**config.mk**
```make
export PLATFORM = sky130hd
export DESIGN_NAME = dma_byte_bridge
export DESIGN_NICKNAME = d
export VERILOG_FILES = /design/src/rtl/dbb_pkg.sv /design/src/rtl/dbb_fifo.sv /design/src/rtl/dbb_unpack.sv /design/src/rtl/dbb_pack.sv /design/src/rtl/dma_byte_bridge.sv
export SDC_FILE = /design/constraint.sdc
export NUM_CORES = 1
export LEC_CHECK = 0
export BUFFER_PORTS_ARGS = -buffer_cell sky130_fd_sc_hd__buf_2
export CAP_MARGIN = 10
export CORE_MARGIN = 3
export CORE_UTILIZATION = 34
export CTS_CLUSTER_DIAMETER = 120
export DETAILED_ROUTE_END_ITERATION = 12
export PLACE_DENSITY = 0.58
export SYNTH_ARGS = -nofsm -noshare
export SYNTH_HDL_FRONTEND = slang
export SYNTH_HIERARCHICAL = 1
export SYNTH_SLANG_ARGS = --single-unit
```
**constraint.sdc**
```tcl
create_clock -name clk -period 8.84 [get_ports clk]
set_input_delay 0.884 -clock clk [delete_from_list [all_inputs] [get_ports clk]]
set_output_delay 0.884 -clock clk [all_outputs]
set_load 0.01 [all_outputs]
```
**src/rtl/dbb_pkg.sv**
```systemverilog
package dbb_pkg;
  typedef enum logic [1:0] {
    M_IDLE  = 2'b00,
    M_READ  = 2'b01,
    M_WRITE = 2'b10,
    M_MOVE  = 2'b11
  } dbb_mode_e;
endpackage

```
**src/rtl/dbb_fifo.sv**
```systemverilog
module dbb_fifo #(
  parameter int W     = 64,
  parameter int DEPTH = 8,
  localparam int PW = $clog2(DEPTH),
  localparam int CW = $clog2(DEPTH + 1)
) (
  input  logic          clk,
  input  logic          rst_n,
  input  logic          flush,
  input  logic          push,
  input  logic [W-1:0]  din,
  input  logic          pop,
  output logic [W-1:0]  dout,
  output logic [CW-1:0] count
);
  logic [W-1:0]  mem [DEPTH];
  logic [PW-1:0] wptr, rptr;
  logic          do_push, do_pop;

  assign do_push = push && (count != CW'(DEPTH));
  assign do_pop  = pop && (count != '0);
  assign dout    = mem[rptr];

  always_ff @(posedge clk or negedge rst_n) begin
    if (!rst_n) begin
      wptr  <= '0;
      rptr  <= '0;
      count <= '0;
    end else if (flush) begin
      wptr  <= '0;
      rptr  <= '0;
      count <= '0;
    end else begin
      if (do_push) wptr <= (wptr == PW'(DEPTH - 1)) ? '0 : wptr + 1'b1;
      if (do_pop)  rptr <= (rptr == PW'(DEPTH - 1)) ? '0 : rptr + 1'b1;
      count <= count + CW'(do_push) - CW'(do_pop);
    end
  end

  always_ff @(posedge clk) begin
    if (do_push && !flush) mem[wptr] <= din;
  end
endmodule

```
**src/rtl/dbb_unpack.sv**
```systemverilog
module dbb_unpack #(
  parameter int BW = 8,
  parameter int NB = 8
) (
  input  logic           clk,
  input  logic           rst_n,
  input  logic           flush,
  input  logic [BW*NB-1:0] word,
  input  logic           take,
  output logic [BW-1:0]  lane,
  output logic           last
);
  localparam int IW = $clog2(NB);
  logic [IW-1:0] idx;

  assign lane = word[idx*BW +: BW];
  assign last = take && (idx == IW'(NB - 1));

  always_ff @(posedge clk or negedge rst_n) begin
    if (!rst_n)     idx <= '0;
    else if (flush) idx <= '0;
    else if (take)  idx <= last ? '0 : idx + 1'b1;
  end
endmodule

```
**src/rtl/dbb_pack.sv**
```systemverilog
module dbb_pack #(
  parameter int BW = 8,
  parameter int NB = 8
) (
  input  logic             clk,
  input  logic             rst_n,
  input  logic             flush,
  input  logic [BW-1:0]    lane,
  input  logic             take,
  output logic [BW*NB-1:0] word,
  output logic             done
);
  localparam int IW = $clog2(NB);
  logic [IW-1:0]    idx;
  logic [BW*NB-1:0] acc;

  assign done = take && (idx == IW'(NB - 1));

  always_comb begin
    word = acc;
    word[(NB-1)*BW +: BW] = lane;
  end

  always_ff @(posedge clk or negedge rst_n) begin
    if (!rst_n) begin
      idx <= '0;
      acc <= '0;
    end else if (flush) begin
      idx <= '0;
    end else if (take) begin
      acc[idx*BW +: BW] <= lane;
      idx <= done ? '0 : idx + 1'b1;
    end
  end
endmodule

```
**src/rtl/dma_byte_bridge.sv**
```systemverilog
module dma_byte_bridge #(
  parameter int AW        = 24,
  parameter int BW        = 8,
  parameter int NB        = 8,
  parameter int DEPTH     = 8,
  parameter int NEAR_FULL = 6,
  localparam int DW = BW * NB,
  localparam int CW = $clog2(DEPTH + 1)
) (
  input  logic          clk,
  input  logic          rst_n,
  input  logic          cfg_we,
  input  logic [7:0]    cfg_wdata,
  input  logic          addr_we,
  input  logic [AW-1:0] addr_wdata,
  output logic          dreq_n,
  input  logic          wb_valid,
  input  logic [BW-1:0] wb_data,
  output logic          wb_ready,
  output logic          rb_valid,
  output logic [BW-1:0] rb_data,
  input  logic          rb_ready,
  output logic          sd_rd_req_valid,
  input  logic          sd_rd_req_ready,
  output logic [AW-1:0] sd_rd_addr,
  input  logic          sd_rd_data_valid,
  input  logic [DW-1:0] sd_rd_data,
  output logic          sd_wr_valid,
  input  logic          sd_wr_ready,
  output logic [AW-1:0] sd_wr_addr,
  output logic [DW-1:0] sd_wr_data
);
  import dbb_pkg::*;

  dbb_mode_e     mode_q;
  logic [AW-1:0] addr_q;
  logic [CW-1:0] pend_q, rd_cnt, wr_cnt;
  logic          flush, rd_mode, wr_mode;
  logic          rd_hs, wr_hs, rb_take, rb_last, wb_take, wb_done;
  logic [DW-1:0] rd_head, pk_word;
  logic [CW:0]   credit;

  assign flush   = cfg_we && (dbb_mode_e'(cfg_wdata[2:1]) == M_IDLE);
  assign rd_mode = (mode_q == M_READ);
  assign wr_mode = (mode_q == M_WRITE);

  always_ff @(posedge clk or negedge rst_n) begin
    if (!rst_n)      mode_q <= M_IDLE;
    else if (cfg_we) mode_q <= dbb_mode_e'(cfg_wdata[2:1]);
  end

  // Word address shared by both directions.
  always_ff @(posedge clk or negedge rst_n) begin
    if (!rst_n)             addr_q <= '0;
    else if (addr_we)       addr_q <= addr_wdata;
    else if (rd_hs || wr_hs) addr_q <= addr_q + 1'b1;
  end

  // Read path: requests still waiting for their data word.
  assign credit          = {1'b0, rd_cnt} + {1'b0, pend_q};
  assign sd_rd_req_valid = rd_mode && (credit < (CW+1)'(NEAR_FULL));
  assign sd_rd_addr      = addr_q;
  assign rd_hs           = sd_rd_req_valid && sd_rd_req_ready;

  always_ff @(posedge clk or negedge rst_n) begin
    if (!rst_n) pend_q <= '0;
    else if (rd_hs && !sd_rd_data_valid) pend_q <= pend_q + 1'b1;
    else if (!rd_hs && sd_rd_data_valid && pend_q != '0) pend_q <= pend_q - 1'b1;
  end

  dbb_fifo #(.W(DW), .DEPTH(DEPTH)) u_rd_fifo (
    .clk(clk), .rst_n(rst_n), .flush(flush),
    .push(sd_rd_data_valid && rd_mode && !flush), .din(sd_rd_data),
    .pop(rb_last), .dout(rd_head), .count(rd_cnt)
  );

  assign rb_valid = rd_mode && (rd_cnt != '0);
  assign rb_take  = rb_valid && rb_ready;

  dbb_unpack #(.BW(BW), .NB(NB)) u_unpack (
    .clk(clk), .rst_n(rst_n), .flush(flush), .word(rd_head),
    .take(rb_take), .lane(rb_data), .last(rb_last)
  );

  // Write path.
  assign wb_ready = wr_mode && (wr_cnt != CW'(DEPTH));
  assign wb_take  = wb_valid && wb_ready;

  dbb_pack #(.BW(BW), .NB(NB)) u_pack (
    .clk(clk), .rst_n(rst_n), .flush(flush), .lane(wb_data),
    .take(wb_take), .word(pk_word), .done(wb_done)
  );

  dbb_fifo #(.W(DW), .DEPTH(DEPTH)) u_wr_fifo (
    .clk(clk), .rst_n(rst_n), .flush(flush),
    .push(wb_done), .din(pk_word),
    .pop(wr_hs), .dout(sd_wr_data), .count(wr_cnt)
  );

  assign sd_wr_valid = wr_mode && (wr_cnt != '0);
  assign sd_wr_addr  = addr_q;
  assign wr_hs       = sd_wr_valid && sd_wr_ready;

  always_comb begin
    unique case (mode_q)
      M_READ:  dreq_n = (rd_cnt == '0);
      M_WRITE: dreq_n = (wr_cnt >= CW'(NEAR_FULL));
      default: dreq_n = 1'b1;
    endcase
  end
endmodule

```
# After elaboration in Yosys (flattened, before gate mapping)
# Memory sizes are Yosys's and may differ from the RTL's.
# Cells that the tools add are included.
dict set report classes {
  order_cmp 2
  n_eq_ne 10
  n_bitwise 1
  multipliers 0
  n_mux 30
  div_mod_pow 0
  addsub 15
  n_reduce_logical 40
  shifts 3
}
# op n
set ops {}
lappend ops {{64-bit bitwise mux} 1}
lappend ops {{8-bit by 34-bit variable shift with 64-bit output (first input constant)} 1}
lappend ops {{64-bit by 7-bit indexed part select with 8-bit output} 1}
lappend ops {{8-bit by 34-bit indexed part select with 64-bit output} 1}
lappend ops {{3-bit 2-to-1 mux} 18}
lappend ops {{24-bit 2-to-1 mux} 2}
lappend ops {{6-bit negator with 34-bit output} 1}
lappend ops {{24-bit by 1-bit adder with 24-bit output (second input constant)} 1}
lappend ops {{1-bit logical AND} 22}
lappend ops {{3-bit by 1-bit adder with 3-bit output (second input constant)} 6}
lappend ops {{3-bit == test (second input constant)} 6}
lappend ops {{4-bit 2-to-1 mux} 4}
lappend ops {{2-bit nonzero test} 8}
lappend ops {{4-bit nonzero test} 3}
lappend ops {{4-bit by 1-bit adder with 4-bit output} 2}
lappend ops {{4-bit != test (second input constant)} 2}
lappend ops {{4-bit by 1-bit subtractor with 4-bit output} 2}
lappend ops {{4-bit by 4-bit adder with 5-bit output} 1}
lappend ops {{5-bit by 3-bit < comparator with 1-bit output (second input constant)} 1}
lappend ops {{4-bit by 1-bit adder with 4-bit output (second input constant)} 1}
lappend ops {{4-bit by 3-bit >= comparator with 1-bit output (second input constant)} 1}
lappend ops {{4-bit zero test} 1}
lappend ops {{1-bit 2-to-1 mux} 4}
lappend ops {{4-bit by 1-bit subtractor with 4-bit output (second input constant)} 1}
lappend ops {{other kinds (8)} 10}
dict set report word_totals {
  mem_bits_ro 0
  reg_bits 120
  out_inout_bits 125
  in_bits 113
  latch_bits 0
  ram_bits 1024
  elab_cells 115
  n_memories 2
}
# memory depth width rd rd_ports_with_merged_regs write_ports line
set memory_table {}
lappend memory_table {u_rd_fifo.mem 8 64 1 0 1 dbb_fifo.sv:16} ;# logic [W-1:0] mem [DEPTH];
lappend memory_table {u_wr_fifo.mem 8 64 1 0 1 dbb_fifo.sv:16}

# Depth between registers and ports, before layout
# Gate-level depths: netlist (run 1).
dict set report logic_depth {
  depth_word 9
  ltp_mapped 14
  mapped_depth_nobuf 13
}

# Hierarchy
# The synthesis (run 1) kept the hierarchy.
# mod area_each_um2 instances cells_per_inst seq_area_each_um2
set modules_own_cells {}
lappend modules_own_cells {{dbb_fifo (u_wr_fifo)} 19921.6 1 814 15625.0}
lappend modules_own_cells {{dbb_fifo (u_rd_fifo)} 19900.3 1 814 15625.0}
lappend modules_own_cells {dbb_pack 2834.0 1 208 1476.4}
lappend modules_own_cells {dma_byte_bridge 2377.3 1 268 750.7}
lappend modules_own_cells {dbb_unpack 714.4 1 43 75.1}

# Worst setup path before layout (run 1)
# OpenSTA, ideal clock, no wires.
dict set report synth_timing {
  path_type {register to register}
  startpoint {reg mode_q[0]}
  endpoint {mem u_wr_fifo.mem[1][0] (enable)}
  path_stages_with_launch 9
  arrival_time_ns 6.127
  setup_time_ns 0.565
  path_slack_ns 2.149
  n_path_buf 1
  required_ns 8.275
  synth_period_minus_slack_ns 6.691
  cell_sequence {dfrtp_1 inv_1 ha_1 a21boi_0 and2_1 and2_2 buf_2 nand4b_1 nor3_1}
}
dict set report synth_between {
  elab_chain_cells 8
}
# element line
set synth_rtl {}
lappend synth_rtl {{from (decl)} dma_byte_bridge.sv:35} ;# dbb_mode_e mode_q;
lappend synth_rtl {{from (signal assigned)} dma_byte_bridge.sv:49} ;# else if (cfg_we) mode_q <= dbb_mode_e'(cfg_wdata[2:1]);
lappend synth_rtl {{2-bit == test} dma_byte_bridge.sv:45} ;# assign wr_mode = (mode_q == M_WRITE);
lappend synth_rtl {{1-bit logical AND} dma_byte_bridge.sv:86} ;# assign wb_ready = wr_mode && (wr_cnt != CW'(DEPTH));
lappend synth_rtl {{named net wb_ready} dma_byte_bridge.sv:19} ;# output logic wb_ready,
lappend synth_rtl {{1-bit logical AND} dma_byte_bridge.sv:87} ;# assign wb_take = wb_valid && wb_ready;
lappend synth_rtl {{named net wb_take} dma_byte_bridge.sv:39} ;# logic rd_hs, wr_hs, rb_take, rb_last, wb_take, wb_done;
lappend synth_rtl {{1-bit logical AND} dbb_pack.sv:17} ;# assign done = take && (idx == IW'(NB - 1));
lappend synth_rtl {{named net wb_done} dma_byte_bridge.sv:39}
lappend synth_rtl {{1-bit logical AND} dbb_fifo.sv:20} ;# assign do_push = push && (count != CW'(DEPTH));
lappend synth_rtl {{1-bit logical AND} dbb_fifo.sv:41} ;# if (do_push && !flush) mem[wptr] <= din;
lappend synth_rtl {{1-bit 2-to-1 mux} dbb_fifo.sv:41}
lappend synth_rtl {{1-bit 2-to-1 mux (not written as such)} dbb_fifo.sv:41}
lappend synth_rtl {{to (decl)} dbb_fifo.sv:16}
# The timed path passes the listed nets, and every way through them passes these cells.

# Worst setup path in the final report (run 1)
dict set report layout_timing {
  startpoint {reg u_rd_fifo.rptr[1]}
  endpoint {out rb_data[6]}
}
dict set report layout_between {
  elab_chain_cells 2
}
# element line
set layout_rtl {}
lappend layout_rtl {{from (decl)} dbb_fifo.sv:17} ;# logic [PW-1:0] wptr, rptr;
lappend layout_rtl {{from (signal assigned)} dbb_fifo.sv:35} ;# if (do_pop) rptr <= (rptr == PW'(DEPTH - 1)) ? '0 : rptr + 1'b1;
lappend layout_rtl {{memory read 8 x 64 bit} --}
lappend layout_rtl {{named net rd_head[30]} dma_byte_bridge.sv:40} ;# logic [DW-1:0] rd_head, pk_word;
lappend layout_rtl {{64-bit by 7-bit indexed part select with 8-bit output} dbb_unpack.sv:16} ;# assign lane = word[idx*BW +: BW];
lappend layout_rtl {{to (decl)} dma_byte_bridge.sv:21} ;# output logic [BW-1:0] rb_data,
# The timed path passes the listed nets, and every way through them passes these cells.

==> flow_metrics.tcl, run 1 <==
set metrics [dict create \
    outcome "complete, no violations" \
    gp_congestion 0.774 \
    power.share.clock_pct 35.1 \
    max_freq_mhz 191 \
    cts_resized 0 \
    power.share.sequential_pct 48.3 \
    clk_pin_slew_ps 60 \
    via_count 21593 \
    p_int_mw 9.92 \
    nNetsFinal 2561 \
    drive_gt1_share_pct 37.4 \
    areaGrowthSynthToFinish_pct 14.6 \
    netlist_instances 2147 \
    synth-edff-count 1024 \
    yosys_warnings 6 \
    dp_cells 4043 \
    setup_viol 0 \
    drt_iter0_drc 1412 \
    cts_tree "done" \
    rows 133 \
    worstSkewPairLatency_ps 720 \
    period_minus_slack_ps 5220 \
    crit_fanout 43 \
    grt_pass1_wl_microns 151000 \
    avgSynthCellArea_sq_um 21.3 \
    ys_ff_latch 1136 \
    drv_slew 0 \
    swShare_pct 25.8 \
    ir_drop_mv 0.168 \
    cts-root-buf "clkbuf_16" \
    worst_setup_path_start_kind "flop" \
    coreArea_sq_um 132000 \
    ys_async_sr_fraction_pct 9.86 \
    cts_buffers 116 \
    finalHoldViolCount 0 \
    route.detailed.drc 0 \
    clock_path_buffers 3 \
    final_area_sq_um 52400 \
    critical_path_required_ps 7960 \
    grt_pass1_vias 23182 \
    min_period_over_period_pct 59.1 \
    leakage_nw 17.3 \
    synthTopCellsByArea "edfxtp_1, mux4_2, dfrtp_1" \
    syn_nets 2302 \
    overflow 0 \
    cts_hold_buf 0 \
    grt_max_degree 75 \
    cts_setup_buffers 0 \
    cap_violations 0 \
    io_pins 238 \
    rr_worst_depth 9 \
    ys_seq_area_share_pct 73.3 \
    synth_top_cell_area_share_pct 67.2 \
    worstMarginPinSlew_ps 1060 \
    cts_sinks 1136 \
    powerDensity_nw_per_um2 255 \
    htreeDepth 3 \
    slew_headroom_pct 29.5 \
    fin_cells 4273 \
    dieArea_sq_um 139000 \
    placement.io_buffers 231 \
    fin_worst_skew_ps 37.4 \
    viasPerCell 5.05 \
    holdWs_ps 77.1 \
    yosysTopAreaCell "edfxtp_1" \
    register_area_sq_um 33600 \
    switching_power_mw 3.44 \
    combPwrFrac_pct 16.5 \
    dpl.hpwl_microns 57900 \
    die_h_microns 373 \
    start_util_pct 34.5 \
    rsz0062_at_grt "false" \
    holdCritPathClass "input pin to asynchronous set/reset pin" \
    drtAntennaViolNets 0 \
    multi_input_area_sq_um 11300 \
    die_w_microns 373 \
    antenna_found_initial 26 \
    drt-pass1-iter-count 5 \
    grtUsageTotal_pct 14.4 \
    fill_cells 11804 \
    syn_area_sq_um 45700 \
    setup_tns_ps 0 \
    worst_ep_arrival_time_ps 4340 \
    dpl-instance-area_sq_um 48700 \
    wl_per_cell_microns 23.6 \
    setup.worst_path.end_class "output port" \
    routed_wl_microns 101000 \
    path_class "flop to output port" \
    yosysUniqueCellTypes 71 \
    synthFlopType "edfxtp_1" \
]
-- power groups by stage --
stage | clock (mW) | combinational, mW | sequential, mW
global route | 5.07 | 2.42 | 6.51
detailed placement | 0 | 2.26 | 6.58
CTS | 4.84 | 2.27 | 6.47
finish | 4.70 | 2.21 | 6.46
global placement | 0 | 2.22 | 6.55
floorplan | 0 | 1.68 | 6.39
-- synth_stat cells, types with 4 or more instances --
cell and n:
edfxtp_1 1024, mux4_2 264, mux2_2 161, dfrtp_1 112, buf_4 38, ha_1 38
a21oi_1 36, nor2_1 36, inv_1 35, mux2_4 32, nand2_1 29, buf_6 28
clkbuf_1 28, buf_2 25, and3_1 22, and2_1 18, buf_1 15, nand2b_1 15
mux2i_1 14, nand3_1 13, o22a_1 13, nor3_1 12, nor2b_1 11, a31oi_1 9
mux4_1 8, o21ai_0 8, a2bb2oi_1 6, a32oi_1 6, o2bb2a_1 6, nand4_1 5
nor3b_1 5, o22ai_1 5, fa_1 4, nand4b_1 4, nor3_2 4, xnor2_1 4
-- cells by family after synthesis --
| group | share of synthesized area (%) |
|---|---|
| compound gates | 1.80 |
| xor+xnor | 0.134 |
| fa+ha+maj | 1.21 |
| buf+inv | 2.28 |
| flops | 73.3 |
| mux | 18.8 |
| simple gates | 2.46 |
-- flip-flops by register name, summed over array words and instances, names as in the netlist, 3 cells and up --
name             flops
u_rd_fifo/mem      512
sd_rd_addr          24
pend_q               4
u_rd_fifo/rptr       3
u_pack/idx           3
u_rd_fifo/count      4
u_wr_fifo/wptr       3
u_wr_fifo/count      4
u_pack/acc          56
u_rd_fifo/wptr       3
u_wr_fifo/mem      512
u_unpack/idx         3
u_wr_fifo/rptr       3
-- path summary, 6_finish.rpt --
check                                       end  slack, ps              start
min                              u_pack/acc[29]         80              rst_n
min reg2reg                           pend_q[3]        520          pend_q[3]
max in group asynchronous     u_rd_fifo/rptr[1]       7240              rst_n
max reg2reg                u_wr_fifo/mem[1][61]       4700          mode_q[0]
min in group clk                 sd_rd_addr[23]        400     addr_wdata[23]
max                                  rb_data[6]       3620  u_rd_fifo/rptr[1]
-- per-stage QoR --
step / setup slack [ps] / util [%] / power, mW
final: 3620 / 39.6 / 13.4
after global routing: 3300 / 39.6 / 14.0
after CTS: 3430 / 39.5 / 13.6
after detailed placement: 4220 / 36.7 / 8.84
after global placement: 4250 / 36.7 / 8.77
after floorplan: 2150 / - / 8.06
-- metal layers --
layer  track usage [%]  up-vias  wire (microns)
met5                 0        -              97
met4              3.62       16            2010
met3              3.46      169            6010
met2              25.2      528           52600
met1              17.9    11504           39900
li1                  -     9376               -
-- cell type report --
cell class	count	area share, %
Sequential cell	1136	64.1
Timing Repair Buffer	276	2.86
Tap cell	1755	4.19
Antenna cell	15	0.0716
Clock buffer	159	6.06
Inverter	36	0.258
Clock inverter	56	1.01
Multi-Input combinational cell	840	21.5
-- cell usage in the layout, fill, tap and decap left out, types with 15 or more instances in the layout --
cell	synthesis	routed
edfxtp_1	1024	1024
mux4_2	264	264
buf_2	25	230
mux2_2	161	161
clkbuf_16	0	117
dfrtp_1	112	105
buf_4	38	45
ha_1	38	38
a21oi_1	36	36
inv_1	35	35
clkbuf_1	28	33
mux2_4	32	32
nand2_1	29	29
nor2_1	36	24
clkinv_1	1	24
and3_1	22	22
and2_1	18	18
diode_2	0	15
nand2b_1	15	15
-- critical path, stage by stage, from the launching register on --
cell and delay, ps:
dfrtp_4 840, buf_4 800, mux4_2 590, mux2_2 300, mux4_2 550, mux2_4 330, buf_2 150
(Power assumes the default switching activity.)
==> run 2, diff against run 1 <==
==> constraint.sdc (replaced) <==
create_clock -name clk -period 5.05 [get_ports clk]
set_input_delay 0.505 -clock clk [delete_from_list [all_inputs] [get_ports clk]]
set_output_delay 0.505 -clock clk [all_outputs]
set_load 0.01 [all_outputs]
==> run 2 against run 1 <==
Against the previous run: total power rose by 76%; critical path type unchanged; first-iteration DRC count rose by 9.8%; final cell count rose by 0.26%; die area stayed put; sequential share of layout area fell by 0.64 points; sequential power increased by 75%; highest routed layer unchanged; flip-flop and latch count is the same; clock skew down 7.3 ps; wire length hardly changed; critical path depth unchanged; core utilization grew 0.39 points; largest cell class unchanged; hold slack lost 20 ps; largest power group unchanged.
==> flow_metrics.tcl, run 2 (synthesis gave the netlist of run 1 again) <==
set metrics [dict create \
    crit_start "u_rd_fifo/rptr[1]" \
    max_freq_mhz 231 \
    cts_sinks 1136 \
    multi_input_area_sq_um 11300 \
    die_h_microns 373 \
    grt_pass1_wl_microns 151000 \
    rows 133 \
    route.detailed.drc 0 \
    antenna_found_initial 19 \
    rsz0062_at_grt "false" \
    drive_gt1_share_pct 37.2 \
    cts_setup_buffers 0 \
    setup_viol 0 \
    fin_worst_skew_ps 30.1 \
    drt_iter0_drc 1551 \
    placement.io_buffers 231 \
    critPathSlowestCell "dfrtp_4" \
    nNetsFinal 2585 \
    grtUsageTotal_pct 14.4 \
    min_period_over_period_pct 85.9 \
    r2r-start "mode_q[0]" \
    coreArea_sq_um 132000 \
    crit_chain "buf_12, mux4_2, mux2_2, mux4_1, mux2_4, buf_2" \
    viasPerCell 5.07 \
    worst_setup_path_start_kind "flop" \
    routed_wl_microns 101000 \
    start_util_pct 34.5 \
    grt_pass1_vias 23145 \
    worstSkewPairLatency_ps 720 \
    ir_drop_mv 0.328 \
    wl_per_cell_microns 23.5 \
    cts_tree "done" \
    crit_fanout 44 \
    cts_resized 0 \
    rr_worst_depth 8 \
    dpl.hpwl_microns 58600 \
    rrSetupSlack_ps 1260 \
    dieArea_sq_um 139000 \
    setup.worst_path.end_class "output port" \
    die_w_microns 373 \
    cpLargestDelayFamily "multiplexers" \
    critical_path_required_ps 4550 \
    register_area_sq_um 33600 \
    crit_buf_inv 2 \
    cap_violations 0 \
    gp_congestion 0.774 \
    fill_cells 11755 \
    leakage_nw 17.5 \
    cpPeakStageDelay_ps 760 \
    endpoint "rb_data[1]" \
    worstMarginPinSlew_ps 1030 \
    period_minus_slack_ps 4340 \
    reg_top3 "u_rd_fifo/mem: 512 flops, u_wr_fifo/mem: 512 flops, u_pack/acc: 56 flops" \
    drv_slew 0 \
    clock_path_buffers 3 \
    powerDensity_nw_per_um2 445 \
    cts_hold_buf 17 \
    cts_buffers 115 \
    setup_tns_ps 0 \
    via_count 21726 \
    cts-root-buf "clkbuf_16" \
    finalHoldViolCount 0 \
    slew_headroom_pct 31.3 \
    overflow 0 \
    drt-pass1-iter-count 5 \
    cp.depth 6 \
    io_pins 238 \
    areaGrowthSynthToFinish_pct 15.7 \
    holdCritPathClass "input pin to flop" \
    final_common_cell "edfxtp_1" \
    worst_ep_arrival_time_ps 3830 \
    r2r-end "u_wr_fifo/mem[3][17]" \
    drtAntennaViolNets 0 \
    htreeDepth 3 \
    clk_pin_slew_ps 60 \
    grt_max_degree 131 \
    holdWs_ps 57.1 \
    outcome "complete, no violations" \
    path_class "flop to output port" \
    final_cell_mix "edfxtp_1, mux4_2, buf_2, mux2_2, clkbuf_16" \
]
-- run 2: cell count changes in the layout (fill, tap and decap cells not counted), sizes merged --
cell,previous run,this run
clkbuf,159,143
bufinv,7,13
clkinvlp,4,2
buf,276,284
diode,15,5
dlygate4sd3,0,17
inv,37,40
clkinv,44,49
-- run 2: power breakdown --
group          internal, mW  switching (mW)  total, mW
registers              10.7           0.633       11.3
clock network          4.91            3.42       8.33
logic                  1.95            1.96       3.91
-- run 2: cell type report --
cell class / count / area share, %
flip-flops and latches: 1136 / 63.4
multi-input cells: 840 / 21.3
clock buffers: 143 / 5.75
well taps: 1755 / 4.15
repair buffers: 301 / 3.79
clock inverters: 68 / 1.28
inverters: 36 / 0.255
diodes: 5 / 0.0236
-- run 2: how the worst min path moves through the flow --
| stage | slack (ps) | startpoint | end | depth (start not counted) |
|---|---|---|---|---|
| after floorplan | 210 | rst_n | mode_q[0] | 0 |
| after global placement | 500 | pend_q[3] | pend_q[3] | 1 |
| after CTS | 0.9 | sd_rd_data[51] | u_rd_fifo/mem[1][51] | 1 |
| final | 60 | sd_rd_data[48] | u_rd_fifo/mem[4][48] | 1 |
| after detailed placement | 520 | pend_q[3] | pend_q[3] | 1 |
| after global routing | 20 | sd_rd_data[51] | u_rd_fifo/mem[1][51] | 1 |
-- run 2: through the flow --
stage	instance area [sq um]	utilization, %	worst slack, ps	cells	power, mW
after global routing	52900	40.0	513	4280	24.6
after floorplan	45800	-	69.3	2147	14.1
after detailed placement	49000	37.0	1200	4051	15.5
final	52900	40.0	714	4284	23.6
after global placement	49000	37.0	1270	4051	15.4
after CTS	52900	40.0	561	4279	23.9
-- run 2: metal layers --
| layer | wire length, microns | track usage (%) | vias up |
|---|---|---|---|
| met3 | 5490 | 3.22 | 163 |
| met4 | 1980 | 3.47 | 16 |
| li1 | - | - | 9431 |
| met5 | 118 | 0 | - |
| met1 | 40100 | 17.7 | 11547 |
| met2 | 53000 | 25.7 | 569 |
